[src/rtl/setup_cap_pkg.sv]
package setup_cap_pkg;
   localparam int REG_AW    = 4;
   localparam int REG_DW    = 32;
   localparam int PKT_BYTES = 8;

   localparam logic [REG_AW-1:0] ADR_CTRL  = 4'd0;
   localparam logic [REG_AW-1:0] ADR_SSTAT = 4'd1;
   localparam logic [REG_AW-1:0] ADR_PRIME = 4'd2;
   localparam logic [REG_AW-1:0] ADR_READY = 4'd3;
   localparam logic [REG_AW-1:0] ADR_BUF0  = 4'd4;

   typedef struct packed {
      logic tripwire;
      logic release_lock;
   } ctrl_t;
endpackage

[src/rtl/setup_rx_assembler.sv]
module setup_rx_assembler #(
   parameter int EP_W      = 1,
   parameter int BYTE_W    = 8,
   parameter int PKT_BYTES = 8
) (
   input  logic                        clk,
   input  logic                        rst_n,
   input  logic                        tok,
   input  logic [EP_W-1:0]             tok_ep,
   input  logic                        valid,
   input  logic [BYTE_W-1:0]           data,
   output logic                        commit,
   output logic [EP_W-1:0]             commit_ep,
   output logic [PKT_BYTES*BYTE_W-1:0] commit_pkt
);
   localparam int LAST  = PKT_BYTES - 1;
   localparam int CNT_W = (PKT_BYTES > 2) ? $clog2(PKT_BYTES) : 1;

   logic             armed_q;
   logic [CNT_W-1:0] cnt_q;
   logic [EP_W-1:0]  ep_q;
   logic             take;

   assign take      = valid && armed_q && !tok;
   assign commit    = take && (cnt_q == CNT_W'(LAST));
   assign commit_ep = ep_q;

   always_ff @(posedge clk or negedge rst_n) begin
      if (!rst_n) begin
         armed_q <= 1'b0;
         cnt_q   <= '0;
         ep_q    <= '0;
      end else if (tok) begin
         armed_q <= 1'b1;
         cnt_q   <= '0;
         ep_q    <= tok_ep;
      end else if (take) begin
         if (cnt_q == CNT_W'(LAST)) armed_q <= 1'b0;
         else                        cnt_q   <= cnt_q + 1'b1;
      end
   end

   for (genvar i = 0; i < LAST; i++) begin : g_stage
      logic [BYTE_W-1:0] byte_q;
      always_ff @(posedge clk or negedge rst_n) begin
         if (!rst_n)                           byte_q <= '0;
         else if (take && cnt_q == CNT_W'(i))  byte_q <= data;
      end
      assign commit_pkt[i*BYTE_W +: BYTE_W] = byte_q;
   end
   assign commit_pkt[LAST*BYTE_W +: BYTE_W] = data;
endmodule

[src/rtl/setup_buf_bank.sv]
module setup_buf_bank #(
   parameter int NUM_EP = 2,
   parameter int PKT_W  = 64
) (
   input  logic                    clk,
   input  logic                    rst_n,
   input  logic [NUM_EP-1:0]       wr_oh,
   input  logic [PKT_W-1:0]        pkt,
   output logic [NUM_EP*PKT_W-1:0] buf_flat
);
   for (genvar e = 0; e < NUM_EP; e++) begin : g_ep
      logic [PKT_W-1:0] pkt_q;
      always_ff @(posedge clk or negedge rst_n) begin
         if (!rst_n)        pkt_q <= '0;
         else if (wr_oh[e]) pkt_q <= pkt;
      end
      assign buf_flat[e*PKT_W +: PKT_W] = pkt_q;
   end
endmodule

[src/rtl/prime_tracker.sv]
module prime_tracker #(
   parameter int NUM_EP = 2
) (
   input  logic              clk,
   input  logic              rst_n,
   input  logic [NUM_EP-1:0] req,
   input  logic [NUM_EP-1:0] done,
   input  logic [NUM_EP-1:0] fail,
   output logic [NUM_EP-1:0] prime_q,
   output logic [NUM_EP-1:0] ready_q
);
   for (genvar e = 0; e < NUM_EP; e++) begin : g_ep
      logic p_q, r_q;
      always_ff @(posedge clk or negedge rst_n) begin
         if (!rst_n) begin
            p_q <= 1'b0;
            r_q <= 1'b0;
         end else if (p_q && fail[e]) begin
            p_q <= 1'b0;
         end else if (p_q && done[e]) begin
            p_q <= 1'b0;
            r_q <= 1'b1;
         end else if (req[e]) begin
            p_q <= 1'b1;
            r_q <= 1'b0;
         end
      end
      assign prime_q[e] = p_q;
      assign ready_q[e] = r_q;
   end
endmodule

[src/rtl/setup_capture_unit.sv]
module setup_capture_unit
   import setup_cap_pkg::*;
#(
   parameter int NUM_EP = 2,
   parameter int BYTE_W = 8,
   localparam int EP_W  = (NUM_EP > 1) ? $clog2(NUM_EP) : 1,
   localparam int WR_W  = (NUM_EP > 2) ? NUM_EP : 2
) (
   input  logic               clk,
   input  logic               rst_n,
   input  logic               rx_tok,
   input  logic [EP_W-1:0]    rx_tok_ep,
   input  logic               rx_valid,
   input  logic [BYTE_W-1:0]  rx_data,
   input  logic [NUM_EP-1:0]  prime_done,
   input  logic               reg_wr,
   input  logic [REG_AW-1:0]  reg_addr,
   input  logic [WR_W-1:0]    reg_wdata,
   output logic [REG_DW-1:0]  reg_rdata
);
   localparam int PKT_W  = PKT_BYTES * BYTE_W;
   localparam int HALF_W = PKT_W / 2;

   if (NUM_EP < 1 || NUM_EP > 4) begin : g_bad_ep
      $error("setup_capture_unit: NUM_EP must lie in 1..4");
   end
   if (BYTE_W * (PKT_BYTES / 2) != REG_DW) begin : g_bad_bw
      $error("setup_capture_unit: half a packet must fill one register word");
   end

   logic                     commit;
   logic [EP_W-1:0]          commit_ep;
   logic [PKT_W-1:0]         commit_pkt;
   logic [NUM_EP-1:0]        ep_oh;
   logic [NUM_EP-1:0]        accept_oh;
   logic                     locked;
   logic                     accept;
   logic [NUM_EP-1:0]        sstat_q;
   logic [NUM_EP-1:0]        prime_q;
   logic [NUM_EP-1:0]        ready_q;
   logic [NUM_EP*PKT_W-1:0]  buf_flat;
   ctrl_t                    ctrl_q;
   logic                     trip_q;
   logic [NUM_EP-1:0]        w1c;
   logic [NUM_EP-1:0]        prime_req;

   setup_rx_assembler #(.EP_W(EP_W), .BYTE_W(BYTE_W), .PKT_BYTES(PKT_BYTES)) u_asm (
      .clk(clk), .rst_n(rst_n), .tok(rx_tok), .tok_ep(rx_tok_ep),
      .valid(rx_valid), .data(rx_data),
      .commit(commit), .commit_ep(commit_ep), .commit_pkt(commit_pkt)
   );

   for (genvar e = 0; e < NUM_EP; e++) begin : g_dec
      assign ep_oh[e] = (commit_ep == EP_W'(e));
   end

   assign locked    = !ctrl_q.release_lock && |(sstat_q & ep_oh);
   assign accept    = commit && |ep_oh && !locked;
   assign accept_oh = accept ? ep_oh : '0;
   assign trip_q    = ctrl_q.tripwire;

   setup_buf_bank #(.NUM_EP(NUM_EP), .PKT_W(PKT_W)) u_buf (
      .clk(clk), .rst_n(rst_n), .wr_oh(accept_oh), .pkt(commit_pkt), .buf_flat(buf_flat)
   );

   assign w1c       = (reg_wr && reg_addr == ADR_SSTAT) ? reg_wdata[NUM_EP-1:0] : '0;
   assign prime_req = (reg_wr && reg_addr == ADR_PRIME) ? reg_wdata[NUM_EP-1:0] : '0;

   always_ff @(posedge clk or negedge rst_n) begin
      if (!rst_n) sstat_q <= '0;
      else        sstat_q <= (sstat_q & ~w1c) | accept_oh;
   end

   always_ff @(posedge clk or negedge rst_n) begin
      if (!rst_n) begin
         ctrl_q <= '0;
      end else begin
         if (reg_wr && reg_addr == ADR_CTRL) ctrl_q.release_lock <= reg_wdata[0];
         if (accept)                               ctrl_q.tripwire <= 1'b0;
         else if (reg_wr && reg_addr == ADR_CTRL)  ctrl_q.tripwire <= reg_wdata[1];
      end
   end

   prime_tracker #(.NUM_EP(NUM_EP)) u_prime (
      .clk(clk), .rst_n(rst_n), .req(prime_req), .done(prime_done),
      .fail(accept_oh), .prime_q(prime_q), .ready_q(ready_q)
   );

   always_comb begin
      int idx;
      reg_rdata = '0;
      idx = (int'(reg_addr) - int'(ADR_BUF0)) / 2;
      case (reg_addr)
         ADR_CTRL:  reg_rdata = REG_DW'({trip_q, ctrl_q.release_lock});
         ADR_SSTAT: reg_rdata = REG_DW'(sstat_q);
         ADR_PRIME: reg_rdata = REG_DW'(prime_q);
         ADR_READY: reg_rdata = REG_DW'(ready_q);
         default: begin
            if (reg_addr >= ADR_BUF0 && idx < NUM_EP)
               reg_rdata = buf_flat[idx*PKT_W + (reg_addr[0] ? HALF_W : 0) +: HALF_W];
         end
      endcase
   end
endmodule

[config.mk]
export PLATFORM = sky130hd
export DESIGN_NAME = setup_capture_unit
export DESIGN_NICKNAME = d
export VERILOG_FILES = /design/src/rtl/setup_cap_pkg.sv /design/src/rtl/setup_rx_assembler.sv /design/src/rtl/setup_buf_bank.sv /design/src/rtl/prime_tracker.sv /design/src/rtl/setup_capture_unit.sv
export SDC_FILE = /design/constraint.sdc
export NUM_CORES = 1
export LEC_CHECK = 0
export ABC_AREA = 1
export BUFFER_PORTS_ARGS = -buffer_cell sky130_fd_sc_hd__clkbuf_2
export CORE_AREA = 5 5 151 153
export DETAILED_ROUTE_END_ITERATION = 7
export DIE_AREA = 0 0 156 158
export GPL_ROUTABILITY_DRIVEN = 0
export GPL_TIMING_DRIVEN = 0
export PLACE_DENSITY = 0.67
export SLEW_MARGIN = 20
export SYNTH_ARGS = -nofsm -noshare
export SYNTH_HDL_FRONTEND = slang
export SYNTH_HIERARCHICAL = 1
export SYNTH_SLANG_ARGS = --single-unit
[constraint.sdc]
create_clock -name clk -period 2.7 [get_ports clk]
set_input_delay 0.405 -clock clk [delete_from_list [all_inputs] [get_ports clk]]
set_output_delay 0.405 -clock clk [all_outputs]
set_load 0.01 [all_outputs]
==> key figures, run 1 <==
Status
  • Status: finished with violations
  • Failing checks: setup timing

Timing
  • Endpoints failing hold: 0
  • Slew margin rel.: a little over half
  • # setup viols final: 11
  • Fin crit period: 2.76 ns
  • Setup TNS: -0.185 ns
  • RSZ-0062 raised after global routing: yes
  • Actual slew at the worst max-slew pin: between 0.6 and 0.7 ns
  • Pins Over Slew Limit: 0
  • Worst hold margin: about 0.18 ns
  • Fmax achieved: between 300 and 400 MHz
  • Final Skew: between 0.01 and 0.015 ns
  • Fin crit share: 102%
  • Post-route setup slack: -0.0584 ns

Layout
  • Util after Layout: 52.2%
  • Layout net count: between 1k and 1.5k
  • Area delta synth->final: 18.1%
  • Layout cells sized above 1: 16.9%
  • Ant diodes: 0

Power and ir drop
  • Leak: about 6.0 nW
  • Pwr dens: between 500 and 600 mW/mm^2
  • Worst VDD drop: ~440 uV

Setup path
  • CP Cell Sequence: buf_6 > inv_4 > ha_4 > nand2_2 > inv_2 > ha_4 > ha_4 > nand2_4 > ha_4 > nand2_2 > nor2_1 > nand2_1 > nand2_2 > nand3_4 > buf_12 > nor2_4 > buf_6
  • Crit end category: output port
  • Cell mode on critical path: ha_4
  • Setup crit start kind: input port
  • Kind of critical path: input port to output port
  • Crit Reg-Reg Startpoint: u_asm/cnt_q[0]
  • Worst reg2reg path depth: 10
  • Worst setup path end: reg_rdata[10]
  • R2r endpoint: u_buf/g_ep[0].pkt_q[20]
  • Crit path max-delay cell type: ha_4
  • CP max FO: 6
  • Worst R2R Setup Slack: around 0.56 ns
  • Critical path arrival: ~2.4 ns
  • Crit path largest cell delay: roughly 0.26 ns
  • Setup crit start: reg_addr[2]
  • WP data required: approximately 2.3 ns

Floorplan
  • Io pins: 54
  • Die X: 156 um
  • Initial core utilization: 44.2%
  • Height of the die: about 160 um
  • Core box area: roughly 0.021 mm^2
  • # rows: 54
  • Die area: around 0.025 mm^2

Yosys
  • Synth Area per Inst: between 7 and 8 um^2
  • Synthesis Warnings: 6
  • Post-synthesis compound-gate area fraction: under 10%
  • Post-synthesis xor/xnor area fraction: 0%
  • Simple-Gate Fraction of Synth Area: 31.2%
  • Mapped Area: 0.00946 mm^2
  • Yosys reg bits: ~200
  • Post-synthesis sequential area ratio: between 50% and 60%
  • Syn Inst Count: 1200
  • Post-synthesis mux area share: 0%
  • Post-Synth Adder-Cell Area: under 10%
  • Mapped Nets: between 1k and 1.5k
  • Main combinational cell family by area after synthesis: simple AND/OR/NAND/NOR gates
  • Netlist cell types: 28

Detailed routing
  • Vias: slightly above 8k
  • Post-route ant nets: 0
  • Routed wire per std cell: around 18 um
  • DRC: 0
  • Vias/cell: about 5.1
  • Initial DRT Pass Iterations: 5
  • Final WL: just under 30000 um
  • Iteration-0 DRC count of the detailed router: ~640

Clock network
  • CTS tree: yes
  • H-tree depth: 4
  • Cts bufs inserted: 17
  • Root Buffer: clkbuf_16
  • CTS clk-pin slew, worst paths: approximately 0.07 ns
  • Clock tree sinks: 197
  • CTS Buffer Depth: 2
  • Clk Latency, worst-skew pair: 0.44 ns

Worst hold path
  • Hold Crit Depth: 3
  • Tightest Hold Check Type: input port to flop

Global routing
  • Vias in the first global route: about 8k
  • Largest net degree at the start of global routing: 86
  • First-pass GRT wire length: ~45000 um
  • Initial antenna violation count: 0
  • Total global-route track usage: between 20% and 30%
  • Total gr overflow: 0

Place
  • IO buf count: 52
  • Setup WS pre-CTS: -0.503 ns
  • Post-DP HPWL: between 15000 and 20000 um

Run
  • Max_cap viols: 0
## per-layer routing
layer  share of wire (%)  GRT usage (%)
met1                  43           32.7
met2                  47           39.2
met3                 7.2           4.81
met4                 2.6           8.59
met5                   0              0
## cell usage in the layout (no fill, tap or decap), types with 4 or more instances in the layout
cell type   instances
clkinvlp_4          4
clkbuf_16          17
nand2_2             4
nand2_4             5
o22ai_1            32
buf_2              35
inv_1              64
o21ai_1            17
clkbuf_2           25
nor2_2             14
nor2_4             22
inv_2               4
dfrtp_1           197
clkbuf_8           12
ha_4                4
nor2_1             74
ha_1                9
nand2_1           542
buf_4              25
o21ai_0            52
buf_6              25
nand3_1            73
## cell type report
| class | instances | area, um^2 |
|---|---|---|
| Fill cell | 2041 | 10200 |
| Sequential cell | 197 | 4930 |
| Multi-Input combinational cell | 859 | 3950 |
| Timing Repair Buffer | 66 | 564 |
| Buffer | 66 | 534 |
| Clock buffer | 19 | 443 |
| Tap cell | 280 | 350 |
| Inverter | 74 | 284 |
| Clock inverter | 13 | 121 |
## critical path: cells and delay by family
kind | cells | cell delay, ns
buffers and inverters | 5 | 0.54
and+or+nand+nor | 8 | 0.74
adders and majority gates | 4 | 0.67
## cells by family after synthesis
logic type / after synthesis
AOI/OAI and AO/OA: 105
buffers and inverters: 144
and+or+nand+nor: 740
DFF: 197
adders and majority gates: 14
## worst min-delay path by stage
stage	startpoint	to	slack [ns]
after global placement	u_buf/g_ep[1].pkt_q[12]	u_buf/g_ep[1].pkt_q[12]	0.45
final	rx_tok_ep	u_asm/commit_ep	0.18
after detailed placement	rst_n	u_buf/g_ep[1].pkt_q[3]	0.39
after floorplan	rst_n	ctrl_q[0]	0.11
after CTS	rx_tok_ep	u_asm/commit_ep	0.17
after global routing	rx_tok_ep	u_asm/commit_ep	0.22
## what timing repair did
item | CTS | global route
gates resized for setup | 64 | 76
hold buffers | 1 | 0
pin swaps | 9 | 13
setup buffers | 9 | 2
setup endpoints to repair | 32 | 32
hold endpoints to repair | 51 | 0
cloned | 3 | 0
## metrics by stage
stage / std cells / power (mW) / area [um^2]
floorplan: 1200 / 3.69 / 9460
global placement: 1532 / 3.97 / 10100
detailed placement: 1534 / 3.99 / 10100
CTS: 1578 / 6.48 / 11100
global route: 1574 / 6.75 / 11200
finish: 1574 / 6.46 / 11200
## where the power goes
| group | leakage (nW) | internal [mW] | switching (mW) |
|---|---|---|---|
| Clock | 0.263 | 1.24 | 1.22 |
| Combinational | 3.06 | 0.269 | 0.488 |
| Sequential | 2.69 | 3.12 | 0.133 |
| Total | 6.02 | 4.62 | 1.84 |
## synth_stat cells
cell type / n / share of area (%)
nand4_1: 2 / 0.13
ha_1: 14 / 1.9
nor3_2: 1 / 0.11
nor2_4: 1 / 0.12
dfrtp_1: 197 / 52
nand2_2: 2 / 0.13
clkinv_2: 1 / 0.053
nand3_2: 1 / 0.11
nand2_1: 545 / 22
buf_6: 12 / 1.4
clkbuf_8: 10 / 1.5
nand3_1: 73 / 3.9
buf_4: 21 / 1.7
o21ai_0: 52 / 2.8
o21bai_1: 1 / 0.079
buf_2: 20 / 1.1
nand3b_1: 2 / 0.16
o22ai_1: 32 / 2.1
o21ai_1: 17 / 0.90
clkbuf_2: 2 / 0.11
nor2_2: 4 / 0.26
clkbuf_1: 5 / 0.20
nand2_4: 4 / 0.48
nor2_1: 105 / 4.2
inv_1: 67 / 2.7
clkinv_1: 3 / 0.12
inv_2: 3 / 0.12
a21oi_1: 3 / 0.16
## flip-flops by register name (all words and copies together) (netlist names)
name,count
u_buf/g_ep.pkt_q,128
u_asm/g_stage.byte_q,56
u_asm/cnt_q,3
sstat_q,2
u_prime/g_ep.p_q,2
u_prime/g_ep.r_q,2
ctrl_q,1
trip_q,1
u_asm/armed_q,1
u_asm/commit_ep,1
Note: power is estimated with default switching activity, not from simulation.
==> run 2, diff against run 1 <==
- CORE_AREA: 5 5 151 153 -> 5 5 180 130
- DIE_AREA: 0 0 156 158 -> 0 0 185 135
- PLACE_DENSITY: 0.67 -> 0.69
- clock period: 2.7 -> 2.3 ns (I/O delays scaled with it)
==> run 2 against run 1 <==
Against the previous run: the flow still finishes with violations (setup timing); hold slack worse by 0.077 ns; cell area up 1.1%; total power up 20%; setup slack worse by 0.32 ns; register-to-register slack got worse by 0.39 ns; first-iteration DRC count rose by 43%; flip-flop and latch count did not move; sequential power grew 18%; sequential share of layout area down 0.47 points; via count up 1.7%.
==> key figures, run 2 (synthesized netlist as in run 1, its figures left out) <==
Layout
  • Ant diodes: 0 (unchanged)
  • Layout net count: 1319 (was 1317)
  • Layout cells sized above 1: 17.1% (was 16.9%)
  • Max FFs per register: 128 (unchanged)
  • Most frequent cells in the layout: nand2_1 (542), dfrtp_1 (197), nand3_1 (73) (was nand2_1 (542), dfrtp_1 (197), nor2_1 (74))
  • Top flop regs: u_buf/g_ep.pkt_q: 128 flops, u_asm/g_stage.byte_q: 56 flops, u_asm/cnt_q: 3 flops (unchanged)
  • Area delta synth->final: 19.4% (was 18.1%)
  • Biggest register: u_buf/g_ep.pkt_q (unchanged)
  • Final Cell Area: 0.0113 mm^2 (was 0.0112 mm^2)
  • Most common cell after layout, fill and taps aside: nand2_1 (unchanged)

Detailed routing
  • Post-route ant nets: 0 (unchanged)
  • Vias/cell: 5.22 (was 5.15)
  • Vias: 8245 (was 8106)
  • Initial DRT Pass Iterations: 5 (unchanged)
  • Final WL: 28600 um (was 28900 um)
  • DRC: 0 (unchanged)
  • Routed wire per std cell: 18.1 um (was 18.3 um)
  • Iteration-0 DRC count of the detailed router: 919 (was 643)

Status
  • Failing checks: setup timing (unchanged)
  • Status: finished with violations (unchanged)

Timing
  • Slew margin rel.: 57.9% (was 54.0%)
  • RSZ-0062 raised after global routing: yes (unchanged)
  • Actual slew at the worst max-slew pin: 0.632 ns (was 0.690 ns)
  • Pins Over Slew Limit: 0 (unchanged)
  • Fin crit period: 2.68 ns
  • Post-route setup slack: -0.381 ns (was -0.0584 ns)
  • Fmax achieved: between 300 and 400 MHz
  • Endpoints failing hold: 0 (unchanged)
  • Setup TNS: -10.89 ns (was -0.185 ns)
  • # setup viols final: 32 (was 11)
  • Final Skew: 0.0123 ns (was 0.0129 ns)
  • Fin crit share: 117%

Clock network
  • CTS Buffer Depth: 2 (unchanged)
  • Clk Latency, worst-skew pair: 0.45 ns (was 0.44 ns)
  • H-tree depth: 4 (unchanged)
  • Clock tree sinks: 197 (unchanged)
  • Root Buffer: clkbuf_16 (unchanged)
  • CTS tree: yes (unchanged)
  • CTS clk-pin slew, worst paths: 0.08 ns (was 0.07 ns)
  • Cts bufs inserted: 17 (unchanged)

Worst hold path
  • Tightest Hold Check Type: input port to flop (unchanged)
  • HP Start: rx_tok_ep (unchanged)

Place
  • Area after DPL: 0.0103 mm^2 (was 0.0101 mm^2)
  • Post-DP HPWL: 18900 um (was 18400 um)
  • IO buf count: 52 (unchanged)

Power and ir drop
  • Worst VDD drop: 599 uV (was 441 uV)
  • Leak: 6.06 nW (was 6.02 nW)
  • Pwr dens: 688 mW/mm^2 (was 578 mW/mm^2)

Floorplan
  • Core box area: 0.0214 mm^2 (about the same)
  • Die area: 0.0250 mm^2 (was 0.0246 mm^2)
  • Height of the die: 135 um (was 158 um)
  • Io pins: 54 (unchanged)
  • Die X: 185 um (was 156 um)
  • Initial core utilization: 44.2% (about the same)
  • # rows: 45 (was 54)

Setup path
  • Critical path arrival: 2.34 ns (was 2.35 ns)
  • Setup crit start kind: input port (unchanged)
  • WP data required: 1.96 ns (was 2.30 ns)
  • CP max FO: 5 (was 6)
  • Crit Reg-Reg Startpoint: u_asm/cnt_q[1] (was u_asm/cnt_q[0])
  • Crit end category: output port (unchanged)
  • Setup crit start: reg_addr[2] (unchanged)
  • Kind of critical path: input port to output port (unchanged)

Run
  • Max_cap viols: 0 (unchanged)

Global routing
  • Vias in the first global route: 7782 (was 8008)
  • Total global-route track usage: 23.3% (was 24.2%)
  • First-pass GRT wire length: 44300 um (was 45200 um)
  • Total gr overflow: 0 (unchanged)
  • Largest net degree at the start of global routing: 90 (was 86)
  • Initial antenna violation count: 0 (unchanged)
## run 2: per-layer routing
layer  up-vias  part of all wire [%]  routed length [um]  GRT usage [%]
met3        53                    10                2940           6.70
met2       361                    42               12100           33.4
met4         0                   2.1                 599           6.36
met5         -                     0                   0              0
li1       3899                     -                   -              -
met1      3932                    45               13000           34.5
## run 2: final cells by class
cell class	instances	area [um^2]
buffer	69	594
multi-input combinational	859	3970
sequential	197	4930
clock buffer	20	437
timing repair buffer	65	582
clock inverter	12	145
tap	282	353
fill	2084	10100
inverter	74	285
## run 2: path summary, 6_finish.rpt
path	endpoint	slack, ns	depth (start not counted)
max in group asynchronous	u_buf/g_ep[1].pkt_q[43]	0.84	4
max	reg_rdata[5]	-0.38	17
min	u_asm/commit_ep	0.10	3
min in group asynchronous	u_buf/g_ep[1].pkt_q[62]	0.33	2
max reg2reg	u_buf/g_ep[0].pkt_q[45]	0.17	10
min reg2reg	u_buf/g_ep[1].pkt_q[11]	0.47	2
## run 2: where the power goes
part	internal, mW	switching [mW]	leakage (nW)
Combinational	0.326	0.577	3.09
Sequential	3.66	0.168	2.69
Clock	1.63	1.41	0.275
## run 2: repair_timing
item,CTS,global route
pin swaps,3,3
setup buffers,5,3
hold buffers,1,0
gates cloned,1,1
gates resized for setup,26,73
endpoints found under the hold margin,22,0
endpoints found under the setup margin,32,113
## run 2: worst max-delay path, stage by stage
cell	delay (ns)
buf_6	0.10
clkinvlp_4	0.08
ha_4	0.14
nand2_2	0.05
inv_2	0.06
ha_4	0.14
ha_4	0.15
nand2_4	0.06
ha_4	0.26
nand2_2	0.04
nor2_2	0.08
nand2_1	0.07
nand2_2	0.11
nand3_4	0.20
clkbuf_16	0.26
nor2_2	0.07
buf_2	0.13
## run 2: metrics by stage
stage               hold WS (ns)  util (%)  std cells  total power [mW]  setup slack, ns
finish                     0.101      52.8       1578              7.77           -0.381
global route               0.107      52.8       1578              8.08           -0.505
CTS                       0.0945      51.5       1574              7.76           -0.335
detailed placement         0.233      48.1       1536              4.72           -0.678
global placement           0.448      47.8       1534              4.69            -3.01
floorplan                 0.0494         -       1200              4.36          -0.0537
==> run 3, diff against run 2 <==
- PLACE_DENSITY: 0.69 -> 0.64
- TNS_END_PERCENT: not set -> 100
==> run 3 against run 2 <==
Against the previous run: the flow still finishes with violations (setup timing); clock power about the same; setup slack improved by 0.061 ns; sequential power about the same; cell count about the same; total power increased by 0.28%; largest cell class unchanged.
==> key figures, run 3 (synthesized netlist as in run 1, its figures left out) <==
Setup path
  • Delay-heaviest family, CP: adder cells (unchanged)
  • Critical path buffer and inverter count: 5 (unchanged)
  • Kind of critical path: input port to output port (unchanged)
  • WP data required: 1.96 ns (about the same)
  • Cell mode on critical path: ha_4 (unchanged)
  • Setup crit start kind: input port (unchanged)
  • Crit path largest cell delay: 0.26 ns (about the same)
  • CP max FO: 5 (unchanged)
  • Critical path arrival: 2.28 ns (was 2.34 ns)
  • CP Cell Sequence: buf_6 > clkinvlp_4 > ha_4 > nand2_2 > inv_2 > ha_4 > ha_4 > nand2_4 > ha_4 > nand2_2 > nor2_1 > nand2_1 > nand2_2 > nand3_4 > clkbuf_16 > nor2_2 > buf_2 (was buf_6 > clkinvlp_4 > ha_4 > nand2_2 > inv_2 > ha_4 > ha_4 > nand2_4 > ha_4 > nand2_2 > nor2_2 > nand2_1 > nand2_2 > nand3_4 > clkbuf_16 > nor2_2 > buf_2)
  • Crit path max-delay cell type: ha_4 (unchanged)
  • Crit end category: output port (unchanged)

Timing
  • Fin crit period: 2.62 ns (was 2.68 ns)
  • Final Skew: 0.0152 ns (was 0.0123 ns)
  • Post-route setup slack: -0.320 ns (was -0.381 ns)
  • Fmax achieved: 382 MHz (was 373 MHz)
  • RSZ-0062 raised after global routing: yes (unchanged)
  • Pins Over Slew Limit: 0 (unchanged)
  • Actual slew at the worst max-slew pin: 0.602 ns (was 0.632 ns)
  • Fin crit share: 114% (was 117%)
  • Slew margin rel.: 59.8% (was 57.9%)
  • Endpoints failing hold: 0 (unchanged)
  • Worst hold margin: 0.102 ns (was 0.101 ns)
  • # setup viols final: 32 (unchanged)

Worst hold path
  • Tightest Hold Check Type: input port to flop (unchanged)

Detailed routing
  • DRC: 0 (unchanged)
  • Vias: 8287 (was 8245)
  • Vias/cell: 5.25 (was 5.22)
  • Initial DRT Pass Iterations: 4 (was 5)
  • Routed wire per std cell: 18.5 um (was 18.1 um)
  • Iteration-0 DRC count of the detailed router: 833 (was 919)
  • Final WL: 29200 um (was 28600 um)
  • Post-route ant nets: 0 (unchanged)

Place
  • Dpl cells: 1536 (unchanged)
  • IO buf count: 52 (unchanged)
  • Area after DPL: 0.0103 mm^2 (unchanged)
  • Post-DP HPWL: 19100 um (was 18900 um)

Power and ir drop
  • Net Sw Frac: 27.7% (was 27.8%)
  • Seq pwr share: 49.0% (was 49.2%)
  • Clock power frac: 39.4% (was 39.1%)
  • Leak: 6.05 nW (was 6.06 nW)
  • Pwr dens: 692 mW/mm^2 (was 688 mW/mm^2)
  • Comb power frac: 11.6% (about the same)
  • Worst VDD drop: 557 uV (was 599 uV)
  • Internal Pwr Total: 5.64 mW (was 5.61 mW)
  • NetSw: 2.16 mW (about the same)

Global routing
  • Initial antenna violation count: 0 (unchanged)
  • GR peak layer: met1 (unchanged)
  • GRT met2 Usage: 34.9% (was 33.4%)
  • First-pass GRT wire length: 44900 um (was 44300 um)
  • Vias in the first global route: 7569 (was 7782)
  • Met3 usage: 4.12% (was 6.70%)
  • Total gr overflow: 0 (unchanged)
  • Largest net degree at the start of global routing: 68 (was 90)
  • Total global-route track usage: 23.8% (was 23.3%)
  • Met1 Usage GRT: 37.1% (was 34.5%)

Layout
  • Most common cell after layout, fill and taps aside: nand2_1 (unchanged)
  • Layout cells sized above 1: 17.1% (about the same)
  • Ant diodes: 0 (unchanged)
  • Filler-free cell count of the finished design: 1577 (was 1578)
  • Biggest register: u_buf/g_ep.pkt_q (unchanged)
  • Util after Layout: 52.6% (was 52.8%)
  • Max FFs per register: 128 (unchanged)
  • Top flop regs: u_buf/g_ep.pkt_q: 128 flops, u_asm/g_stage.byte_q: 56 flops, u_asm/cnt_q: 3 flops (unchanged)
  • Filler Cells Inserted: 2094 (was 2084)
  • Final Cell Area: 0.0113 mm^2 (about the same)
  • Area delta synth->final: 19.1% (was 19.4%)
  • Layout net count: 1318 (was 1319)
  • Most frequent cells in the layout: nand2_1 (542), dfrtp_1 (197), nand3_1 (73) (unchanged)

Floorplan
  • Io pins: 54 (unchanged)
  • Die X: 185 um (unchanged)
  • Core box area: 0.0214 mm^2 (unchanged)
  • Die area: 0.0250 mm^2 (unchanged)
  • Initial core utilization: 44.2% (unchanged)
  • # rows: 45 (unchanged)
  • Height of the die: 135 um (unchanged)

Clock network
  • Clk Latency, worst-skew pair: 0.45 ns (about the same)
  • H-tree depth: 4 (unchanged)
  • CTS tree: yes (unchanged)
  • CTS Buffer Depth: 2 (unchanged)
  • Root Buffer: clkbuf_16 (unchanged)
  • Clock tree sinks: 197 (unchanged)
  • CTS clk-pin slew, worst paths: 0.07 ns (was 0.08 ns)
  • Cts bufs inserted: 17 (unchanged)

Run
  • Max_cap viols: 0 (unchanged)

Status
  • Status: finished with violations (unchanged)
  • Failing checks: setup timing (unchanged)
-- run 3: cell types whose count changed in the layout (fill, tap and decap cells not counted), sizes merged --
cell	previous run	this run
clkinv	6	7
inv	74	73
clkbuf	56	57
buf	97	95
-- run 3: final timing paths --
check | start | end | slack, ns | cells after the start
max | reg_addr[2] | reg_rdata[19] | -0.32 | 17
min | rx_tok_ep | u_asm/commit_ep | 0.10 | 3
max reg2reg | u_asm/cnt_q[0] | u_buf/g_ep[0].pkt_q[13] | 0.22 | 10
min reg2reg | u_buf/g_ep[1].pkt_q[5] | u_buf/g_ep[1].pkt_q[5] | 0.47 | 2
max in group asynchronous | rst_n | u_asm/g_stage[4].byte_q[5] | 1.05 | 3
min in group asynchronous | rst_n | u_buf/g_ep[1].pkt_q[56] | 0.48 | 2
-- run 3: area by class of cell --
cell class                      count  area, um^2  area share, %
Sequential cell                   197        4930           43.8
Multi-Input combinational cell    859        3950           35.0
Buffer                             69         597           5.30
Timing Repair Buffer               64         562           4.99
Clock buffer                       20         447           3.97
Tap cell                          282         353           3.13
Inverter                           74         285           2.53
Clock inverter                     12         143           1.27
-- run 3: power groups by stage --
stage | logic (mW) | registers, mW | clock network [mW]
after global routing | 1.00 | 3.85 | 3.25
after floorplan | 0.519 | 3.84 | 0
after CTS | 0.873 | 3.82 | 3.10
after detailed placement | 0.837 | 3.88 | 0
final | 0.904 | 3.82 | 3.07
after global placement | 0.812 | 3.88 | 0
-- run 3: tightest hold or removal path: cells and delay by family --
family	cells	cell delay [ns]
buffers and inverters	1	0.08
and+or+nand+nor	2	0.09
-- run 3: layer usage --
metal / up-vias / wire length, um
met2: 284 / 12700
met5: - / 0
met1: 4075 / 14000
li1: 3907 / -
met3: 21 / 2260
met4: 0 / 282
-- run 3: metrics by stage --
stage	setup WS, ns	total power, mW	setup TNS [ns]
after global routing	-0.420	8.11	-12.03
after floorplan	-0.0537	4.36	-1.59
after global placement	-3.08	4.69	-619.77
after detailed placement	-0.744	4.72	-17.48
after CTS	-0.281	7.80	-7.29
final	-0.320	7.79	-8.97
-- run 3: repair_timing --
| action | CTS | global route |
|---|---|---|
| buffers inserted | 4 | 3 |
| pin swaps | 1 | 2 |
| hold buffers | 1 | 0 |
| gates resized for setup | 29 | 64 |
| setup endpoints to repair | 32 | 100 |
| hold endpoints to repair | 65 | 0 |
| cloned | 1 | 1 |
